File: config.mk
export PLATFORM = sky130hd
export DESIGN_NAME = io_sized_decoder
export DESIGN_NICKNAME = d
export VERILOG_FILES = /design/src/rtl/io_dec_pkg.sv /design/src/rtl/io_region_map.sv /design/src/rtl/io_lane_seq.sv /design/src/rtl/io_lane_acc.sv /design/src/rtl/io_sized_decoder.sv
export SDC_FILE = /design/constraint.sdc
export NUM_CORES = 1
export LEC_CHECK = 0
export BUFFER_PORTS_ARGS = -buffer_cell sky130_fd_sc_hd__buf_2
export CAP_MARGIN = 20
export CORE_MARGIN = 2
export CORE_UTILIZATION = 60
export CTS_BUF_LIST = sky130_fd_sc_hd__clkbuf_8
export CTS_CLUSTER_DIAMETER = 50
export DETAILED_ROUTE_END_ITERATION = 10
export PLACE_DENSITY = 0.86
export SLEW_MARGIN = 20
export SYNTH_ARGS = -nofsm -noshare
export SYNTH_HDL_FRONTEND = slang
export SYNTH_SLANG_ARGS = --single-unit
File: constraint.sdc
create_clock -name clk -period 9.8 [get_ports clk]
set_input_delay 1.96 -clock clk [delete_from_list [all_inputs] [get_ports clk]]
set_output_delay 1.96 -clock clk [all_outputs]
set_load 0.02 [all_outputs]
File: src/rtl/io_dec_pkg.sv
package io_dec_pkg;

   localparam int AW   = 24;
   localparam int NREG = 7;

   typedef enum logic [1:0] {
      LC_REG  = 2'd0,
      LC_VOID = 2'd1,
      LC_ERR  = 2'd2
   } lane_cls_t;

   typedef enum logic [1:0] {
      SZ_BYTE = 2'b00,
      SZ_WORD = 2'b01,
      SZ_LONG = 2'b10,
      SZ_RSVD = 2'b11
   } acc_size_t;

   localparam logic [AW-1:0] WIN_LO   = 24'hFF8000;
   localparam logic [AW-1:0] ALIAS_LO = 24'hFF8800;
   localparam logic [AW-1:0] ALIAS_HI = 24'hFF88FF;
   localparam int            ALIAS_KEEP = 2;
   localparam logic [AW-1:0] VOID_LO  = 24'hFFFC21;
   localparam logic [AW-1:0] VOID_HI  = 24'hFFFC3F;
   localparam int            BLK_REG  = 4;

   localparam logic [AW-1:0] REG_LO [NREG] = '{
      24'hFF8001, 24'hFF8205, 24'hFF8800, 24'hFF8802,
      24'hFF8A00, 24'hFFFA00, 24'hFFFC20 };
   localparam int REG_LEN [NREG] = '{ 1, 1, 2, 2, 64, 64, 32 };

endpackage

File: src/rtl/io_region_map.sv
module io_region_map
   import io_dec_pkg::*;
#(
   parameter int MAP_AW = AW,
   parameter int MAP_N  = NREG,
   parameter int ID_W   = $clog2(NREG + 3)
) (
   input  logic [MAP_AW-1:0] addr,
   input  logic              cfg_blk_err,
   input  logic              cfg_void_clk,
   output lane_cls_t         cls,
   output logic [ID_W-1:0]   id
);

   if (MAP_N != NREG) begin : g_bad_n
      $error("io_region_map: MAP_N must match the package map");
   end
   if (MAP_AW != AW) begin : g_bad_aw
      $error("io_region_map: MAP_AW must match the package width");
   end

   logic [MAP_N-1:0] hit;
   logic [MAP_AW:0]  addr_x;

   assign addr_x = {1'b0, addr};

   for (genvar i = 0; i < MAP_N; i++) begin : g_cmp
      localparam logic [MAP_AW:0] LO = {1'b0, REG_LO[i]};
      localparam logic [MAP_AW:0] HI = LO + (MAP_AW+1)'(REG_LEN[i]);
      assign hit[i] = (addr_x >= LO) && (addr_x < HI);
   end

   always_comb begin
      cls = LC_ERR;
      id  = ID_W'(MAP_N + 1) + ID_W'(addr[0]);
      if (cfg_void_clk && (addr >= VOID_LO) && (addr <= VOID_HI)) begin
         cls = LC_VOID;
         id  = ID_W'(MAP_N);
      end else if (cfg_blk_err && hit[BLK_REG]) begin
         cls = LC_ERR;
      end else begin
         for (int i = MAP_N - 1; i >= 0; i--) begin
            if (hit[i]) begin
               cls = LC_REG;
               id  = ID_W'(i);
            end
         end
      end
   end

endmodule

File: src/rtl/io_lane_seq.sv
module io_lane_seq #(
   parameter int SEQ_AW    = 24,
   parameter int LANE_W    = 8,
   parameter int MAX_LANES = 4,
   localparam int DW = LANE_W * MAX_LANES,
   localparam int CW = $clog2(MAX_LANES + 1)
) (
   input  logic              clk,
   input  logic              rst_n,
   input  logic              go,
   input  logic [SEQ_AW-1:0] base_in,
   input  logic [CW-1:0]     nlanes_in,
   input  logic              wr_in,
   input  logic [DW-1:0]     wdata_in,
   output logic              busy,
   output logic [SEQ_AW-1:0] lane_addr,
   output logic              lane_first,
   output logic              lane_last,
   output logic              lane_wr,
   output logic [LANE_W-1:0] lane_wdata
);

   typedef enum logic { S_IDLE, S_RUN } seq_st_t;

   seq_st_t           st;
   logic [SEQ_AW-1:0] base_q;
   logic [CW-1:0]     idx_q;
   logic [CW-1:0]     n_q;
   logic [DW-1:0]     wsh_q;

   assign busy       = (st == S_RUN);
   assign lane_addr  = base_q + SEQ_AW'(idx_q);
   assign lane_first = (idx_q == '0);
   assign lane_last  = (idx_q == (n_q - CW'(1)));
   assign lane_wdata = wsh_q[DW-1 -: LANE_W];

   always_ff @(posedge clk or negedge rst_n) begin
      if (!rst_n) begin
         st      <= S_IDLE;
         base_q  <= '0;
         idx_q   <= '0;
         n_q     <= CW'(1);
         lane_wr <= 1'b0;
         wsh_q   <= '0;
      end else if (st == S_IDLE) begin
         if (go) begin
            st      <= S_RUN;
            base_q  <= base_in;
            idx_q   <= '0;
            n_q     <= nlanes_in;
            lane_wr <= wr_in;
            wsh_q   <= wdata_in << (LANE_W * (MAX_LANES - int'(nlanes_in)));
         end
      end else begin
         idx_q <= idx_q + CW'(1);
         wsh_q <= wsh_q << LANE_W;
         if (lane_last) begin
            st <= S_IDLE;
         end
      end
   end

endmodule

File: src/rtl/io_lane_acc.sv
module io_lane_acc
   import io_dec_pkg::*;
#(
   parameter int ID_W      = 4,
   parameter int LANE_W    = 8,
   parameter int MAX_LANES = 4,
   localparam int DW = LANE_W * MAX_LANES,
   localparam int CW = $clog2(MAX_LANES + 1)
) (
   input  logic              clk,
   input  logic              rst_n,
   input  logic              start,
   input  logic [CW-1:0]     nlanes_in,
   input  logic              rej,
   input  logic              rej_fault,
   input  logic              lane_act,
   input  logic              lane_first,
   input  logic              lane_last,
   input  lane_cls_t         cls,
   input  logic [ID_W-1:0]   id,
   input  logic [LANE_W-1:0] lane_byte,
   output logic              fresh,
   output logic [DW-1:0]     rdata,
   output logic              done,
   output logic              bus_err
);

   logic [ID_W-1:0] prev_id;
   logic [CW-1:0]   ecnt_q, ecnt_nx, n_q;
   logic [DW-1:0]   sh_q, sh_nx;

   assign fresh = lane_first || (id != prev_id);

   always_comb begin
      ecnt_nx = ecnt_q;
      if (lane_act && (cls == LC_ERR) && fresh) begin
         ecnt_nx = ecnt_q + CW'(1);
      end
      sh_nx = {sh_q[DW-LANE_W-1:0], lane_byte};
   end

   always_ff @(posedge clk or negedge rst_n) begin
      if (!rst_n) begin
         prev_id <= '0;
         ecnt_q  <= '0;
         n_q     <= '0;
         sh_q    <= '0;
         rdata   <= '0;
         done    <= 1'b0;
         bus_err <= 1'b0;
      end else begin
         done    <= 1'b0;
         bus_err <= 1'b0;
         if (start) begin
            ecnt_q <= '0;
            sh_q   <= '0;
            n_q    <= nlanes_in;
         end
         if (rej) begin
            done    <= 1'b1;
            bus_err <= rej_fault;
            rdata   <= '1;
         end
         if (lane_act) begin
            ecnt_q  <= ecnt_nx;
            sh_q    <= sh_nx;
            prev_id <= id;
            if (lane_last) begin
               done    <= 1'b1;
               bus_err <= (ecnt_nx == n_q);
               rdata   <= sh_nx;
            end
         end
      end
   end

endmodule

File: src/rtl/io_sized_decoder.sv
module io_sized_decoder
   import io_dec_pkg::*;
#(
   parameter int IN_AW     = 32,
   parameter int LANE_W    = 8,
   parameter int MAX_LANES = 4,
   localparam int DATA_W = LANE_W * MAX_LANES,
   localparam int CW     = $clog2(MAX_LANES + 1),
   localparam int ID_W   = $clog2(NREG + 3)
) (
   input  logic              clk,
   input  logic              rst_n,
   input  logic              req,
   input  logic [IN_AW-1:0]  addr,
   input  logic [1:0]        size,
   input  logic              wr,
   input  logic [DATA_W-1:0] wdata,
   input  logic              cfg_blk_err,
   input  logic              cfg_void_clk,
   input  logic [LANE_W-1:0] lane_rdata,
   output logic [NREG-1:0]   reg_sel,
   output logic [AW-1:0]     lane_addr,
   output logic              lane_we,
   output logic [LANE_W-1:0] lane_wdata,
   output logic [DATA_W-1:0] rdata,
   output logic              done,
   output logic              bus_err
);

   if (IN_AW < AW) begin : g_bad_in_aw
      $error("io_sized_decoder: IN_AW must cover the 24-bit space");
   end
   if (LANE_W != 8) begin : g_bad_lane
      $error("io_sized_decoder: lanes are byte wide");
   end
   if (MAX_LANES != 4) begin : g_bad_lanes
      $error("io_sized_decoder: long accesses need four lanes");
   end

   logic [AW-1:0]     a24, base_fold;
   logic [CW-1:0]     nl;
   logic              below, illegal, accept, go, rej;
   logic              busy, first, last, wr_q, fresh;
   lane_cls_t         cls;
   logic [ID_W-1:0]   id;
   logic [LANE_W-1:0] lane_byte;

   assign a24 = addr[AW-1:0];

   if (IN_AW > AW) begin : g_hi
      logic addr_unused_hi;
      assign addr_unused_hi = ^addr[IN_AW-1:AW];
   end

   always_comb begin
      case (acc_size_t'(size))
         SZ_BYTE: nl = CW'(1);
         SZ_WORD: nl = CW'(2);
         SZ_LONG: nl = CW'(4);
         default: nl = '0;
      endcase
   end

   assign below   = (a24 < WIN_LO);
   assign illegal = (nl == '0) ||
                    (({1'b0, a24} + (AW+1)'(nl)) > ((AW+1)'(1) << AW));
   assign base_fold = ((a24 >= ALIAS_LO) && (a24 <= ALIAS_HI)) ?
                      {ALIAS_LO[AW-1:ALIAS_KEEP], a24[ALIAS_KEEP-1:0]} : a24;

   assign accept = req && !busy;
   assign go     = accept && !below && !illegal;
   assign rej    = accept && (below || illegal);

   io_lane_seq #(
      .SEQ_AW(AW), .LANE_W(LANE_W), .MAX_LANES(MAX_LANES)
   ) u_seq (
      .clk(clk), .rst_n(rst_n), .go(go), .base_in(base_fold),
      .nlanes_in(nl), .wr_in(wr), .wdata_in(wdata),
      .busy(busy), .lane_addr(lane_addr), .lane_first(first),
      .lane_last(last), .lane_wr(wr_q), .lane_wdata(lane_wdata)
   );

   io_region_map #(
      .MAP_AW(AW), .MAP_N(NREG), .ID_W(ID_W)
   ) u_map (
      .addr(lane_addr), .cfg_blk_err(cfg_blk_err),
      .cfg_void_clk(cfg_void_clk), .cls(cls), .id(id)
   );

   assign lane_byte = (cls == LC_REG) ? lane_rdata : '1;

   io_lane_acc #(
      .ID_W(ID_W), .LANE_W(LANE_W), .MAX_LANES(MAX_LANES)
   ) u_acc (
      .clk(clk), .rst_n(rst_n), .start(go), .nlanes_in(nl),
      .rej(rej), .rej_fault(below), .lane_act(busy),
      .lane_first(first), .lane_last(last), .cls(cls), .id(id),
      .lane_byte(lane_byte), .fresh(fresh), .rdata(rdata),
      .done(done), .bus_err(bus_err)
   );

   for (genvar i = 0; i < NREG; i++) begin : g_sel
      assign reg_sel[i] = busy && (cls == LC_REG) && fresh && (id == ID_W'(i));
   end

   assign lane_we = busy && wr_q && (cls == LC_REG);

endmodule

# Word-level counts from Yosys, hierarchy flattened
# Index checks and enable logic that the tools add are counted.
dict set report totals {
  ff_bits 132
  wordCells 136
}
dict set report classes {
  shift 1
  n_eq_ne 12
  n_addsub 7
  reduce_logical 41
  magnitude_cmp 20
  n_bitwise 1
  n_mux 41
}
# operator count
set op_table {}
lappend op_table {{greater-or-equal comparator 24 bit (second input constant)} 9}
lappend op_table {{less-than comparator 24 bit (second input constant)} 8}
lappend op_table {{2-to-1 mux 32 bit} 5}
lappend op_table {{2-to-1 mux 24 bit} 3}
lappend op_table {{less-or-equal comparator 24 bit (second input constant)} 2}
lappend op_table {{2-to-1 mux 4 bit} 9}
lappend op_table {{<< shifter 32 x 32 -> 32 bit} 1}
lappend op_table {{logical AND 1 bit} 28}
lappend op_table {{adder 24 x 3 -> 25 bit} 1}
lappend op_table {{> comparator 25 bit (second input constant)} 1}
lappend op_table {{adder 24 x 3 -> 24 bit} 1}
lappend op_table {{2-to-1 mux 2 bit} 9}
lappend op_table {{== test 4 x 3 -> 1 bit (second input constant)} 3}
lappend op_table {{2-to-1 mux 3 bit} 4}
lappend op_table {{2-to-1 mux 1 bit} 9}
lappend op_table {{case mux 3 bit (3 select lines)} 1}
lappend op_table {{== test 4 x 2 -> 1 bit (second input constant)} 2}
lappend op_table {{2-to-1 mux 8 bit} 1}
lappend op_table {{adder 3 x 1 -> 3 bit (second input constant)} 2}
lappend op_table {{== test 3 bit} 2}
lappend op_table {{zero test 3 bit} 2}
lappend op_table {{adder 4 x 1 -> 4 bit (first input constant)} 1}
lappend op_table {{== test 2 bit (second input constant)} 2}
lappend op_table {{== test 4 x 1 -> 1 bit (second input constant)} 1}
lappend op_table {{other kinds (11)} 16}

# Depth between registers and ports, before layout
dict set report depth {
  depth_word 19
  ltp_mapped 20
  ltp_nobuf 16
}

# Cells and area by module
# Synthesis repeated with hierarchy kept, for this count alone.
dict set report hier_totals {
  cells_unflattened 758
  hier_area_um2 7292.0
}
# mod area_per_inst_um2 cells_each n_inst seq_area_each_um2
set by_module_without_submodules {}
lappend by_module_without_submodules {io_lane_seq 3681.0 332 1 1602.8}
lappend by_module_without_submodules {io_lane_acc 2783.9 295 1 1701.6}
lappend by_module_without_submodules {io_sized_decoder 544.3 85 1 0.0}
lappend by_module_without_submodules {io_region_map 282.8 46 1 0.0}

# Worst setup path before layout
# Ideal clock, no wire load.
dict set report synth_path {
  path_type {register to output}
  start {register u_seq.idx_q[0]}
  end {output reg_sel[3]}
  setup_slack_ps 3375
  stages_incl_launch_ff 14
  arrival_ps 4465
  cell_sequence {dfrtp_1 -> ha_1 -> inv_1 -> fa_1 -> nor2b_1 -> o211ai_1 -> xnor2_1 -> nor3_1 -> and4_1 -> a31oi_1 -> a211oi_4 -> o22a_1 -> and3_2 -> a2111oi_0}
}
dict set report synth_via {
  elab_chain_len 16
  word_cells_on_any_way 54
  classes_between {add/sub: 2; order compare: 16; eq/ne: 2; mux: 18; reduce/logical: 16}
}
# item line_no
set synth_lines {}
lappend synth_lines {{start, declared} io_lane_seq.sv:27} ;# logic [CW-1:0] idx_q;
lappend synth_lines {{start signal, assigned} io_lane_seq.sv:55} ;# idx_q <= idx_q + CW'(1);
lappend synth_lines {{adder 24 x 3 -> 24 bit *} io_lane_seq.sv:32} ;# assign lane_addr = base_q + SEQ_AW'(idx_q);
lappend synth_lines {{named net lane_addr[10]} io_sized_decoder.sv:22} ;# output logic [AW-1:0] lane_addr,
lappend synth_lines {{greater-or-equal comparator 24 bit or less-than comparator 24 bit (tied branches)} io_region_map.sv:30} ;# assign hit[i] = (addr_x >= LO) && (addr_x < HI);
lappend synth_lines {{logical AND 1 bit} io_region_map.sv:30}
lappend synth_lines {{2-to-1 mux 4 bit or 2-to-1 mux 2 bit (tied branches) (7 in series)} io_region_map.sv:43} ;# if (hit[i]) begin
lappend synth_lines {{2-to-1 mux 4 bit or 2-to-1 mux 2 bit (tied branches)} io_region_map.sv:39} ;# end else if (cfg_blk_err && hit[BLK_REG]) begin
lappend synth_lines {{2-to-1 mux 4 bit or 2-to-1 mux 2 bit (tied branches)} io_region_map.sv:36} ;# if (cfg_void_clk && (addr >= VOID_LO) && (addr <= VOID_HI)) begin
lappend synth_lines {{!= test 4 bit or zero test 2 bit (tied branches)} {io_lane_acc.sv:32, io_sized_decoder.sv:103}}
lappend synth_lines {{logical OR 1 bit or logical AND 1 bit (tied branches)} {io_lane_acc.sv:32, io_sized_decoder.sv:103}}
lappend synth_lines {{logical AND 1 bit} io_sized_decoder.sv:103} ;# assign reg_sel[i] = busy && (cls == LC_REG) && fresh && (id == ID_W'(i));
lappend synth_lines {{logical AND 1 bit *} io_sized_decoder.sv:103}
lappend synth_lines {{end, declared} io_sized_decoder.sv:21} ;# output logic [NREG-1:0] reg_sel,
# Mark *: on every way through the listed nets, which the timed path passes. The rest lies on a longest branch.

# Worst setup path after layout
dict set report layout_path {
  start {register u_seq.idx_q[0]}
  end {output reg_sel[2]}
}
dict set report layout_via {
  elab_chain_len 16
  word_cells_on_any_way 54
  classes_between {add/sub: 2; order compare: 16; eq/ne: 2; mux: 18; reduce/logical: 16}
}
# item line_no
set layout_lines {}
lappend layout_lines {{adder 24 x 3 -> 24 bit} io_lane_seq.sv:32}
lappend layout_lines {{greater-or-equal comparator 24 bit or less-than comparator 24 bit (tied branches)} io_region_map.sv:30}
lappend layout_lines {{logical AND 1 bit} io_region_map.sv:30}
lappend layout_lines {{2-to-1 mux 4 bit or 2-to-1 mux 2 bit (tied branches) (7 in series)} io_region_map.sv:43}
lappend layout_lines {{2-to-1 mux 4 bit or 2-to-1 mux 2 bit (tied branches)} io_region_map.sv:39}
lappend layout_lines {{2-to-1 mux 4 bit or 2-to-1 mux 2 bit (tied branches)} io_region_map.sv:36}
lappend layout_lines {{!= test 4 bit or zero test 2 bit (tied branches)} {io_lane_acc.sv:32, io_sized_decoder.sv:103}}
lappend layout_lines {{logical OR 1 bit or logical AND 1 bit (tied branches)} {io_lane_acc.sv:32, io_sized_decoder.sv:103}}
lappend layout_lines {{logical AND 1 bit} io_sized_decoder.sv:103}
lappend layout_lines {{logical AND 1 bit *} io_sized_decoder.sv:103}
# Every way passes the cells marked *; elsewhere a longest branch is shown, timed or not.

==> flow_summary.rst <==
.. list-table::
   :header-rows: 1

   * - Metric
     - Value
   * - Final global-route overflow total
     - 0
   * - Minimum clock period
     - 7.266 ns
   * - Synthesized instance count
     - between 800 and 900
   * - Synth Area in Adders
     - 2.259%
   * - Total of flip-flops plus latches after synthesis
     - approximately 130
   * - Number of max-cap violations
     - 0
   * - H-tree lvl count
     - 4
   * - Starting utilization of the core area
     - between 60% and 70%
   * - Num Clock Sinks
     - roughly 130
   * - Antenna violations before repair
     - 0
   * - Slew HR
     - about a quarter
   * - Data arrival time at the worst-slack endpoint
     - ~5.3 ns
   * - Critical Path Fanout Max
     - 12
   * - Layout cell share with drive strength beyond 1
     - about a quarter
   * - Clock transition at path regs
     - around 0.08 ns
   * - DIE WIDTH
     - 114.4 µm
   * - Number of nets in the layout
     - 1009
   * - Number of input and output port buffers inserted
     - approximately 150
   * - Kind of start point of the critical path
     - register
   * - Unrepaired setup endpoints after global routing
     - false
   * - Worst Hold Slack
     - 0.4752 ns
   * - Combinational family with the most area after synthesis
     - compound AO/OA/AOI/OAI gates
   * - DRT iter0 DRCs
     - approximately 600
   * - Post-route clock period utilization
     - 74.15%
   * - Synth Area in Compound Gates
     - roughly a fifth
   * - Buffer count from post-CTS setup fixing
     - 0
   * - Global-route wire length before repair
     - approximately 28000 µm
   * - Overall global routing resource usage
     - between 20% and 30%
   * - Maximum ir drop on the vdd rail
     - just under 90 µV
   * - Multiplexer area fraction after synthesis
     - 2.550%
   * - Via total after detailed routing
     - roughly 6500
   * - Worst min-delay path category
     - reg2reg
   * - Clk_skew
     - between 0.008 and 0.009 ns
   * - Wirelength, routed
     - roughly 18000 µm
   * - Status
     - finished, final reports clean
   * - CTS-repair resized insts
     - 0
   * - Net switching power of the design
     - ~0.00044 W
   * - Total negative slack for setup checks
     - 0 ns
   * - Clk_lat worst skew
     - roughly 0.46 ns
   * - Sequential power share
     - about half
   * - Via count of the first global-routing pass
     - approximately 5700
   * - Die Height
     - roughly 110 µm
   * - Maximum number of pins on one net before global-route repair
     - approximately 110
   * - CTS Buf Count
     - 17
   * - Number of standard-cell rows in the floorplan
     - 40
   * - Overall die area
     - 13090 µm²
   * - Async set-reset flop share out of synthesis
     - 100.0%
   * - Post-Syn Area
     - roughly 7300 µm²
   * - Simple logic cell fraction of the synthesized area
     - between 10% and 20%
   * - Total number of yosys warnings
     - 0
   * - Cells on worst reg2reg path
     - 16
   * - Antenna viol nets, final
     - 0
   * - Mean instance size in the synthesized netlist
     - around 9.1 µm²
   * - Power share of the clock group
     - between 30% and 40%
   * - Distinct cell type count of the synthesized netlist
     - 67
   * - CTS tree
     - yes
   * - Critical path required time
     - about 7.8 ns
   * - Critical setup path kind
     - reg2out
   * - Deepest clock path buffer count
     - 2
   * - Post-route DRC
     - 0
   * - Transition time at the pin with the least slew margin
     - 1.114 ns
   * - Power density of the placed cells
     - about 160 nW/µm²
   * - Final hold violation count
     - 0
   * - Highest achievable clock rate
     - 137.6 MHz
   * - Buffer cell driving the clock tree root
     - sky130_fd_sc_hd__clkbuf_8
   * - Post-synthesis share of cell area spent on xor and xnor gates
     - roughly 4.6%
   * - Net count of the mapped netlist
     - ~900
   * - Routed wire length per instance
     - around 16 µm
   * - Capturing element type of the critical path
     - primary output
   * - Final core utilization
     - a little over two thirds
   * - Final weighted congestion in routability-driven placement
     - slightly below 0.9
   * - Post-DP HPWL
     - approximately 12000 µm
   * - Share of the yosys chip area belonging to registers
     - between 40% and 50%
   * - Leak pwr
     - roughly 3.8 nW
   * - Number of buffers added to fix hold violations after cts
     - 0
   * - I/O pin count
     - ~150
   * - Switching Fraction
     - around 33%
   * - Logic pwr share
     - between 10% and 20%
   * - Standard cell core area
     - 11960 µm²
   * - Most used flip-flop cell after synthesis
     - sky130_fd_sc_hd__dfrtp_1
   * - Iteration count of the initial detailed-routing pass
     - 6
   * - Post-route total power
     - between 0.001 and 0.0015 W
   * - Worst hold path stage count
     - 2
   * - P&R area growth vs syn
     - 15.20%
   * - Setup-violating endpoint count in the final report
     - 0
   * - Number of enable-type register cells in the synthesized netlist
     - 0
   * - Diode count
     - 0
   * - Internal power component
     - 0.0009054 W
   * - Via/cell ratio
     - roughly 6.0
   * - Final Max Slew Viols
     - 0
## placed cells by master (no fill, tap or decap), types with 19 or more instances in the layout
master and n:
sky130_fd_sc_hd__a21oi_1 48, sky130_fd_sc_hd__a31oi_1 19, sky130_fd_sc_hd__buf_2 144, sky130_fd_sc_hd__clkbuf_8 20, sky130_fd_sc_hd__dfrtp_1 130, sky130_fd_sc_hd__inv_1 34, sky130_fd_sc_hd__nand2_1 116, sky130_fd_sc_hd__nand3_1 27
sky130_fd_sc_hd__nor2_1 44, sky130_fd_sc_hd__o21ai_0 59, sky130_fd_sc_hd__o22a_1 34, sky130_fd_sc_hd__xnor2_1 23
## area by class of cell
cell class                      count  area, µm²
Multi-Input combinational cell    579       3630
Clock inverter                     12      96.34
Fill cell                         950       3538
Clock buffer                       20      275.3
Sequential cell                   132       3306
Timing Repair Buffer              151      797.0
Tap cell                          147      183.9
Inverter                           36      135.1
## worst max-delay path, cell delays in order (launching register included)
cell,delay [ns]
sky130_fd_sc_hd__dfrtp_1,0.45
sky130_fd_sc_hd__ha_1,0.22
sky130_fd_sc_hd__inv_1,0.06
sky130_fd_sc_hd__fa_1,0.41
sky130_fd_sc_hd__nor2b_1,0.36
sky130_fd_sc_hd__o211ai_1,0.35
sky130_fd_sc_hd__nor3_1,0.28
sky130_fd_sc_hd__o2111ai_1,0.14
sky130_fd_sc_hd__or4_1,0.63
sky130_fd_sc_hd__a31o_4,0.30
sky130_fd_sc_hd__a211oi_4,0.61
sky130_fd_sc_hd__o22a_1,0.27
sky130_fd_sc_hd__nand3_1,0.07
sky130_fd_sc_hd__o2111ai_1,0.39
sky130_fd_sc_hd__nor3_1,0.12
sky130_fd_sc_hd__buf_2,0.18
## metrics by stage
stage               worst slack, ns  instances  area (µm²)
floorplan                     3.375        804        7312
global placement              3.084       1044        8018
detailed placement            3.003       1044        8018
CTS                           2.582       1076        8389
global route                  2.126       1077        8423
finish                        2.534       1077        8423
## power by group through the flow
stage,logic (W),registers [W],clock network [W]
final,0.000261,0.000654,0.000428
after global routing,0.000294,0.000660,0.000459
after CTS,0.000262,0.000652,0.000435
after detailed placement,0.000260,0.000661,0
after global placement,0.000250,0.000662,0
after floorplan,0.000196,0.000649,0
## cell families (layout without fill, tap and decap cells)
| group | count (synthesis) | in the layout |
|---|---|---|
| and+or+nand+nor | 285 | 285 |
| DFF | 132 | 132 |
| AOI/OAI and AO/OA | 228 | 228 |
| xor gates and xnor gates | 37 | 37 |
| muxes | 17 | 17 |
| adders and majority gates | 12 | 12 |
| buffers and inverters | 93 | 219 |
## registers in the layout (all words and copies together), names as in the netlist
signal / count
u_acc.n_q: 3
u_seq.busy: 1
u_acc.ecnt_q: 3
u_acc.prev_id: 4
u_acc.rdata: 32
u_seq.base_q: 24
u_seq.n_q: 3
u_acc.done: 1
u_acc.bus_err: 1
u_seq.lane_wr: 1
u_acc.sh_q: 24
u_seq.wsh_q: 32
u_seq.idx_q: 3
## cells in the mapped netlist (4+ instances only)
cell type                  count  share of area (%)
sky130_fd_sc_hd__a21o_1       13                1.3
sky130_fd_sc_hd__a21oi_1      48                3.3
sky130_fd_sc_hd__a221oi_1      6               0.72
sky130_fd_sc_hd__a22o_1        9                1.1
sky130_fd_sc_hd__a31oi_1      19                1.6
sky130_fd_sc_hd__and3_1        7               0.60
sky130_fd_sc_hd__and4_1        7               0.84
sky130_fd_sc_hd__buf_2         5               0.34
sky130_fd_sc_hd__buf_4         9               0.92
sky130_fd_sc_hd__clkbuf_1     38                2.0
sky130_fd_sc_hd__dfrtp_1     131                 45
sky130_fd_sc_hd__ha_1         10                1.7
sky130_fd_sc_hd__inv_1        34                1.7
sky130_fd_sc_hd__mux2_2       13                2.0
sky130_fd_sc_hd__mux2i_1       4               0.55
sky130_fd_sc_hd__nand2_1     117                6.0
sky130_fd_sc_hd__nand2b_1     12                1.0
sky130_fd_sc_hd__nand3_1      28                1.9
sky130_fd_sc_hd__nand4_1      10               0.86
sky130_fd_sc_hd__nor2_1       44                2.3
sky130_fd_sc_hd__nor2b_1      12                1.0
sky130_fd_sc_hd__nor3_1       15                1.0
sky130_fd_sc_hd__nor3b_1       4               0.41
sky130_fd_sc_hd__nor4_1        5               0.43
sky130_fd_sc_hd__o21ai_0      59                4.0
sky130_fd_sc_hd__o22a_1       34                4.1
sky130_fd_sc_hd__o31ai_1       8               0.82
sky130_fd_sc_hd__or2_2         9               0.77
sky130_fd_sc_hd__or3_1         4               0.34
sky130_fd_sc_hd__xnor2_1      23                2.8
sky130_fd_sc_hd__xor2_1       13                1.6
## final timing paths
check / from / slack, ns / end
setup / recovery: u_seq.idx_q[0] / 2.53 / reg_sel[2]
hold / removal: u_seq.n_q[0] / 0.48 / u_seq.n_q[0]
setup reg to reg: u_seq.idx_q[0] / 4.57 / u_acc.bus_err
hold reg to reg: u_seq.n_q[0] / 0.48 / u_seq.n_q[0]
max in group asynchronous: rst_n / 7.09 / u_seq.busy
min in group asynchronous: rst_n / 1.51 / u_acc.rdata[5]
## layer usage
layer / vias to the layer above / wire length [µm] / track usage, %
li1: 3087 / - / -
met1: 3096 / 7862 / 38.98
met2: 230 / 8302 / 42.37
met3: 38 / 1013 / 5.823
met4: 0 / 391 / 9.919
met5: - / 0 / 0
(Power assumes the default switching activity.)
